`src/rtl/sck_pkg.sv`:
```
`timescale 1ns/1ps
package sck_pkg;
   localparam int unsigned DIV_W_DEF = 7;
   localparam int unsigned DIV_W_MAX = 16;

   typedef struct packed {
      logic lead;
      logic trail;
   } sck_edge_t;
endpackage

```
`src/rtl/sck_div_count.sv`:
```
`timescale 1ns/1ps
module sck_div_count #(
   parameter int unsigned DIV_W = 7
) (
   input  logic             clk,
   input  logic             rst_n,
   input  logic             run_i,
   input  logic [DIV_W-1:0] div_i,
   output logic             wrap_o
);
   logic [DIV_W-1:0] cnt_q;
   logic [DIV_W-1:0] lim_q;
   logic             at_lim;

   assign at_lim = (cnt_q == lim_q);
   assign wrap_o = run_i & at_lim;

   always_ff @(posedge clk or negedge rst_n) begin
      if (!rst_n) begin
         cnt_q <= '0;
         lim_q <= '0;
      end else if (!run_i) begin
         cnt_q <= '0;
         lim_q <= div_i;
      end else if (at_lim) begin
         cnt_q <= '0;
         lim_q <= div_i;
      end else begin
         cnt_q <= cnt_q + 1'b1;
      end
   end

   // an idle cycle leaves the counter cleared
   a_r6_idle_clear: assert property (@(posedge clk) disable iff (!rst_n)
      !run_i |=> (cnt_q == '0));
   // the count never passes the latched limit
   a_r2_cnt_bound: assert property (@(posedge clk) disable iff (!rst_n)
      cnt_q <= lim_q);
   // the limit does not move inside a running half-period
   a_r7_lim_hold: assert property (@(posedge clk) disable iff (!rst_n)
      (run_i && !at_lim) |=> $stable(lim_q));
endmodule

```
`src/rtl/sck_phase.sv`:
```
`timescale 1ns/1ps
module sck_phase
   import sck_pkg::*;
(
   input  logic      clk,
   input  logic      rst_n,
   input  logic      run_i,
   input  logic      wrap_i,
   output logic      sclk_o,
   output sck_edge_t edge_o
);
   logic      phase_q;
   sck_edge_t edge_q;

   always_ff @(posedge clk or negedge rst_n) begin
      if (!rst_n) begin
         phase_q <= 1'b0;
         edge_q  <= '0;
      end else if (!run_i) begin
         phase_q <= 1'b0;
         edge_q  <= '0;
      end else if (wrap_i) begin
         phase_q      <= ~phase_q;
         edge_q.lead  <= ~phase_q;
         edge_q.trail <= phase_q;
      end else begin
         edge_q <= '0;
      end
   end

   assign sclk_o = phase_q;
   assign edge_o = edge_q;

   // rising strobe marks exactly a fresh high phase
   a_r3_lead_on_rise: assert property (@(posedge clk) disable iff (!rst_n)
      edge_q.lead |-> (phase_q && !$past(phase_q)));
   // falling strobe marks exactly a fresh low phase
   a_r3_trail_on_fall: assert property (@(posedge clk) disable iff (!rst_n)
      edge_q.trail |-> (!phase_q && $past(phase_q)));
   // strobes never coincide in divider mode
   a_r3_one_strobe: assert property (@(posedge clk) disable iff (!rst_n)
      $onehot0({edge_q.lead, edge_q.trail}));
endmodule

```
`src/rtl/shift_clk_gen.sv`:
```
`timescale 1ns/1ps
module shift_clk_gen
   import sck_pkg::*;
#(
   parameter int unsigned DIV_W     = DIV_W_DEF,
   parameter bit          BYPASS_EN = 1'b1
) (
   input  logic             clk,
   input  logic             rst_n,
   input  logic             master_i,
   input  logic             run_i,
   input  logic [DIV_W-1:0] div_i,
   input  logic             bypass_i,
   output logic             sclk_o,
   output logic             lead_o,
   output logic             trail_o
);
   localparam int unsigned MAX_RATIO = 2 * (1 << DIV_W);

   generate
      if (DIV_W < 1 || DIV_W > DIV_W_MAX) begin : g_bad_width
         $error("shift_clk_gen: DIV_W out of range");
      end
      if (MAX_RATIO < 4) begin : g_bad_ratio
         $error("shift_clk_gen: ratio range too small");
      end
   endgenerate

   logic      active;
   logic      byp_sel;
   logic      div_run;
   logic      wrap;
   logic      phase;
   sck_edge_t edges;
   logic      byp_q;

   assign active = master_i & run_i;

   generate
      if (BYPASS_EN) begin : g_bypass
         assign byp_sel = bypass_i;
         always_ff @(posedge clk or negedge rst_n) begin
            if (!rst_n) byp_q <= 1'b0;
            else        byp_q <= active & bypass_i;
         end
      end else begin : g_no_bypass
         assign byp_sel = 1'b0;
         assign byp_q   = 1'b0;
      end
   endgenerate

   assign div_run = active & ~byp_sel;

   sck_div_count #(.DIV_W(DIV_W)) u_cnt (
      .clk    (clk),
      .rst_n  (rst_n),
      .run_i  (div_run),
      .div_i  (div_i),
      .wrap_o (wrap)
   );

   sck_phase u_phase (
      .clk    (clk),
      .rst_n  (rst_n),
      .run_i  (div_run),
      .wrap_i (wrap),
      .sclk_o (phase),
      .edge_o (edges)
   );

   assign sclk_o  = byp_q ? clk : phase;
   assign lead_o  = byp_q | edges.lead;
   assign trail_o = byp_q | edges.trail;

   // slave mode leaves both clock sources quiet
   a_r5_slave_quiet: assert property (@(posedge clk) disable iff (!rst_n)
      !master_i |=> (!phase && !byp_q));
   // bypass gives both strobes each cycle
   a_r4_byp_strobes: assert property (@(posedge clk) disable iff (!rst_n)
      byp_q |-> (lead_o && trail_o));
   // divided phase is parked while bypassing
   a_r4_byp_parks_div: assert property (@(posedge clk) disable iff (!rst_n)
      byp_q |-> (!phase && !edges.lead && !edges.trail));
endmodule

```
`config.mk`:
```
export PLATFORM = sky130hd
export DESIGN_NAME = shift_clk_gen
export DESIGN_NICKNAME = d
export VERILOG_FILES = /design/src/rtl/sck_pkg.sv /design/src/rtl/sck_div_count.sv /design/src/rtl/sck_phase.sv /design/src/rtl/shift_clk_gen.sv
export SDC_FILE = /design/constraint.sdc
export NUM_CORES = 1
export LEC_CHECK = 0
export ABC_AREA = 1
export CAP_MARGIN = 20
export CORE_MARGIN = 3
export CORE_UTILIZATION = 50
export DETAILED_ROUTE_END_ITERATION = 10
export HOLD_SLACK_MARGIN = 0.08
export PLACE_DENSITY = 0.73
export SLEW_MARGIN = 10
export SYNTH_ARGS = -nofsm -noshare
export SYNTH_HDL_FRONTEND = slang
export SYNTH_SLANG_ARGS = --single-unit
```
`constraint.sdc`:
```
create_clock -name clk -period 1.5 [get_ports clk]
set_input_delay 0.3 -clock clk [delete_from_list [all_inputs] [get_ports clk]]
set_output_delay 0.3 -clock clk [all_outputs]
set_load 0.05 [all_outputs]
```
* After elaboration in Yosys (flattened, before gate mapping)
Index checks and enable logic that the tools add are counted.
** Storage, ports and cells
- Output and inout bits :: 3
- Register bits :: 18
- Input bits :: 12
- Logic and storage cells :: 27
** Cells by class
- Bitwise gates (word level) :: 8
- $add $sub $neg :: 1
- Equality and inequality tests :: 3
- Muxes and demuxes :: 9
** Operators with widths (number)
- $mux W7 :: 4
- $add A7 B1 Y7 const B :: 1
- $eq A7 B7 Y1 :: 1
- $and A1 B1 Y1 :: 4
- $mux W2 :: 2
- $ne A2 B2 Y1 const B :: 2
- $mux W1 :: 3
- $not A1 Y1 :: 2
- $or A1 B1 Y1 :: 2

* Logic depth before layout (Yosys ltp)
- Depth after elaboration :: 5
- Mapped depth :: 11
- Mapped depth without buffers :: 10

* By module
From an unflattened synthesis, not the netlist that was laid out.
** Unflattened totals
- Cells, all modules :: 123
- Area, all modules :: 937.1 um2
** Modules (own cells, without submodules)
- sck_div_count :: area an instance 762.0 um2, times used 1, sequential area each 350.3 um2, cells an instance 101
- sck_phase :: area an instance 107.6 um2, times used 1, sequential area each 75.1 um2, cells an instance 11
- shift_clk_gen :: area an instance 67.6 um2, times used 1, sequential area each 25.0 um2, cells an instance 11

==> impl_metrics.py <==
metrics = {
    "synthesis": {
        "synthTopCellsByArea": "dfrtp_1 47%, nand2_1 14%, nand3_1 6.8%",
        "yosys_warnings": 0,
        "syn_nets": 136,
        "synth_ff_type": "dfrtp_1",
        "yosysTopAreaCellShare_pct": 46.81,
        "synthMostInstantiatedCell": "nand2_1",
        "synth_sequential_area_ratio_pct": 46.81,
        "synth_edf_count": 0,
        "synth_area_leader_cell": "dfrtp_1",
        "synth_async_sr_flop_share_pct": 100.0,
        "syn_area_um2": 962.2,
        "postSynthCellCount": 123,
        "avgSynthCellArea_um2": 7.823,
        "synth_seq_cells": 18,
        "synth_common_cells": "35 x nand2_1, 18 x dfrtp_1, 16 x inv_1, 16 x nor2_1, 13 x nand3_1",
        "ys_types": 16,
    },
    "cells_and_area": {
        "fillers": 168,
        "area_delta_synth_final_pct": 31.60,
        "nets": 163,
        "seq_area_um2": 450.4,
        "multi_input_area_um2": 451.7,
        "final_util_pct": 71.77,
        "drive_gt1_share_pct": 22.82,
        "n_antenna_cell": 0,
        "layout.cells.non_filler": 174,
    },
    "floorplanning": {
        "initial_utilization_pct": 54.54,
        "io_pins": 15,
        "dieArea_um2": 2487,
        "die_y_um": 49.87,
        "core_area_um2": 1764,
        "die_x_um": 49.87,
        "rows": 15,
    },
    "worst_setup_path": {
        "regToRegEndpoint": "u_cnt.lim_q[6]",
        "rr_worst_depth": 7,
        "worstPathRequired_ps": 1200,
        "r2r_setup_slack_ps": 120,
        "cp_data_arrival_time_ps": 1310,
        "end_kind": "output pin",
        "cp-start-kind": "register",
        "path_max_fanout": 2,
        "worst-setup-path-type": "reg2out",
        "r2r_start": "u_cnt.cnt_q[0]",
    },
    "pwr": {
        "cell_internal_pwr_mw": 0.8480,
        "p_comb_share_pct": 12.5,
        "sw_frac_of_total_pct": 26.69,
        "seqPwrFrac_pct": 44.8,
        "p_clk_share_pct": 42.7,
        "p_per_area_nw_per_um2": 913.5,
        "peakVddDrop_mv": 0.5874,
        "p_leak_nw": 0.6552,
        "power.switching_mw": 0.3088,
    },
    "global_routing": {
        "grt_first_pass_wirelength_mm": 3.456,
        "antenna_found_initial": 0,
        "grt.total_usage_pct": 19.07,
        "grt_pass1_vias": 849,
        "overflow": 0,
        "grt_max_degree": 19,
    },
    "routing": {
        "finalWirelength_mm": 2.039,
        "firstDrtPassIters": 4,
        "num_vias": 859,
        "wl_per_cell_um": 11.72,
        "ant_nets": 0,
        "dr.first_iter.drc_count": 22,
        "drc": 0,
        "viasPerCell": 4.937,
    },
    "timing": {
        "skew_ps": 3.325,
        "period_share_pct": 107.3,
        "whs_ps": 212.1,
        "slew_headroom_pct": 84.43,
        "rsz0062_at_grt": "true",
        "finalHoldViolCount": 0,
        "period_needed_ps": 1609,
        "tns_ps": -316.9,
        "fin_ws_ps": -109.3,
        "setup_viol": 5,
        "worst_pin_slew_ps": 233.5,
        "max_freq_mhz": 621.4,
        "maxSlewViolCount": 0,
    },
    "run_status": {
        "outcome": "finished, violations left",
        "violations": "negative setup slack",
    },
    "placement": {
        "gp_congestion": 0.7858,
        "dp_hpwl_mm": 1.386,
        "portBuffers": 14,
        "dpl.cell_count": 165,
        "place_ws_ps": -319.1,
    },
    "clock_tree": {
        "insertion_delay_ps": 410,
        "holdBufCountCts": 0,
        "clk_pin_slew_ps": 110,
        "cts_tree": "built",
    },
    "hold_path": {
        "min_path_type": "in2async",
    },
    "job": {
        "max_cap_viol_count": 0,
    },
}
## how the worst max path moves through the flow
stage | start | endpoint | slack, ps | cells past startpoint
2_1_floorplan | clk | sclk_o | 100 | 2
3_5_place_dp | clk | sclk_o | -320 | 3
6_report | byp_q | trail_o | -110 | 3
4_1_cts | byp_q | trail_o | -110 | 3
5_1_grt | byp_q | trail_o | -160 | 3
3_3_place_gp | clk | sclk_o | -320 | 3
## final cells by class
type / instances / share of cell area, %
Clock buffer: 8 / 6.028
Inverter: 16 / 4.743
Multi-Input combinational cell: 87 / 35.67
Sequential cell: 18 / 35.57
Tap cell: 25 / 2.470
Timing Repair Buffer: 20 / 15.51
## through the flow
step	power, mW	cell area (um2)
final	1.157	1266
after floorplan	0.6195	962.2
after detailed placement	0.6882	1146
after global routing	1.220	1266
after global placement	0.6824	1146
after CTS	1.159	1250
## metal layers
layer	GRT usage, %	vias to the layer above	routed length, um
li1	-	423	-
met3	5.438	10	97
met5	0	-	0
met2	31.06	24	1024
met4	13.36	0	81
met1	21.19	402	835
## power groups by stage
stage / combinational, mW / sequential [mW] / clock (mW)
floorplan: 0.0775 / 0.523 / 0.0186
global placement: 0.130 / 0.526 / 0.0259
detailed placement: 0.135 / 0.528 / 0.0259
CTS: 0.144 / 0.518 / 0.497
global route: 0.161 / 0.522 / 0.538
finish: 0.144 / 0.519 / 0.494
## cells by family after synthesis
family / count (synthesis) / synth area share [%]
AOI/OAI and AO/OA: 1 / 0.5197
adders and majority gates: 1 / 1.300
buffers and inverters: 18 / 8.322
xor gates and xnor gates: 6 / 5.463
DFF: 18 / 46.81
and+or+nand+nor: 79 / 37.58
## cell usage in the layout, fill, tap and decap left out
cell	instances
nand2_1	34
dfrtp_1	18
nor2_1	16
inv_1	15
nand3_1	13
clkdlybuf4s50_1	11
nand2_2	9
buf_4	6
clkbuf_4	5
xnor2_1	3
xor2_1	3
nor2_2	2
or2_4	2
clkbuf_8	2
buf_6	2
buf_8	2
inv_2	1
nand2_4	1
nand2_8	1
o21ai_2	1
nand3b_1	1
ha_1	1
## flip-flops by register name, indices dropped and copies added (netlist names)
name	flops
u_cnt.lim_q	7
u_phase.edge_o	2
byp_q	1
u_cnt.cnt_q	7
u_phase.sclk_o	1
## worst max-delay path: stages (launching register included)
cell	delay (ps)
dfrtp_1	410
buf_6	120
or2_4	220
buf_8	150
## timing repair
action                                  CTS  global route
gates resized for setup                  17             2
endpoints found under the setup margin    6            17
buffers inserted                          1             1
endpoints found under the hold margin     0             0
pin swaps                                 3             0
No activity file was read; power rests on OpenSTA's default activity.
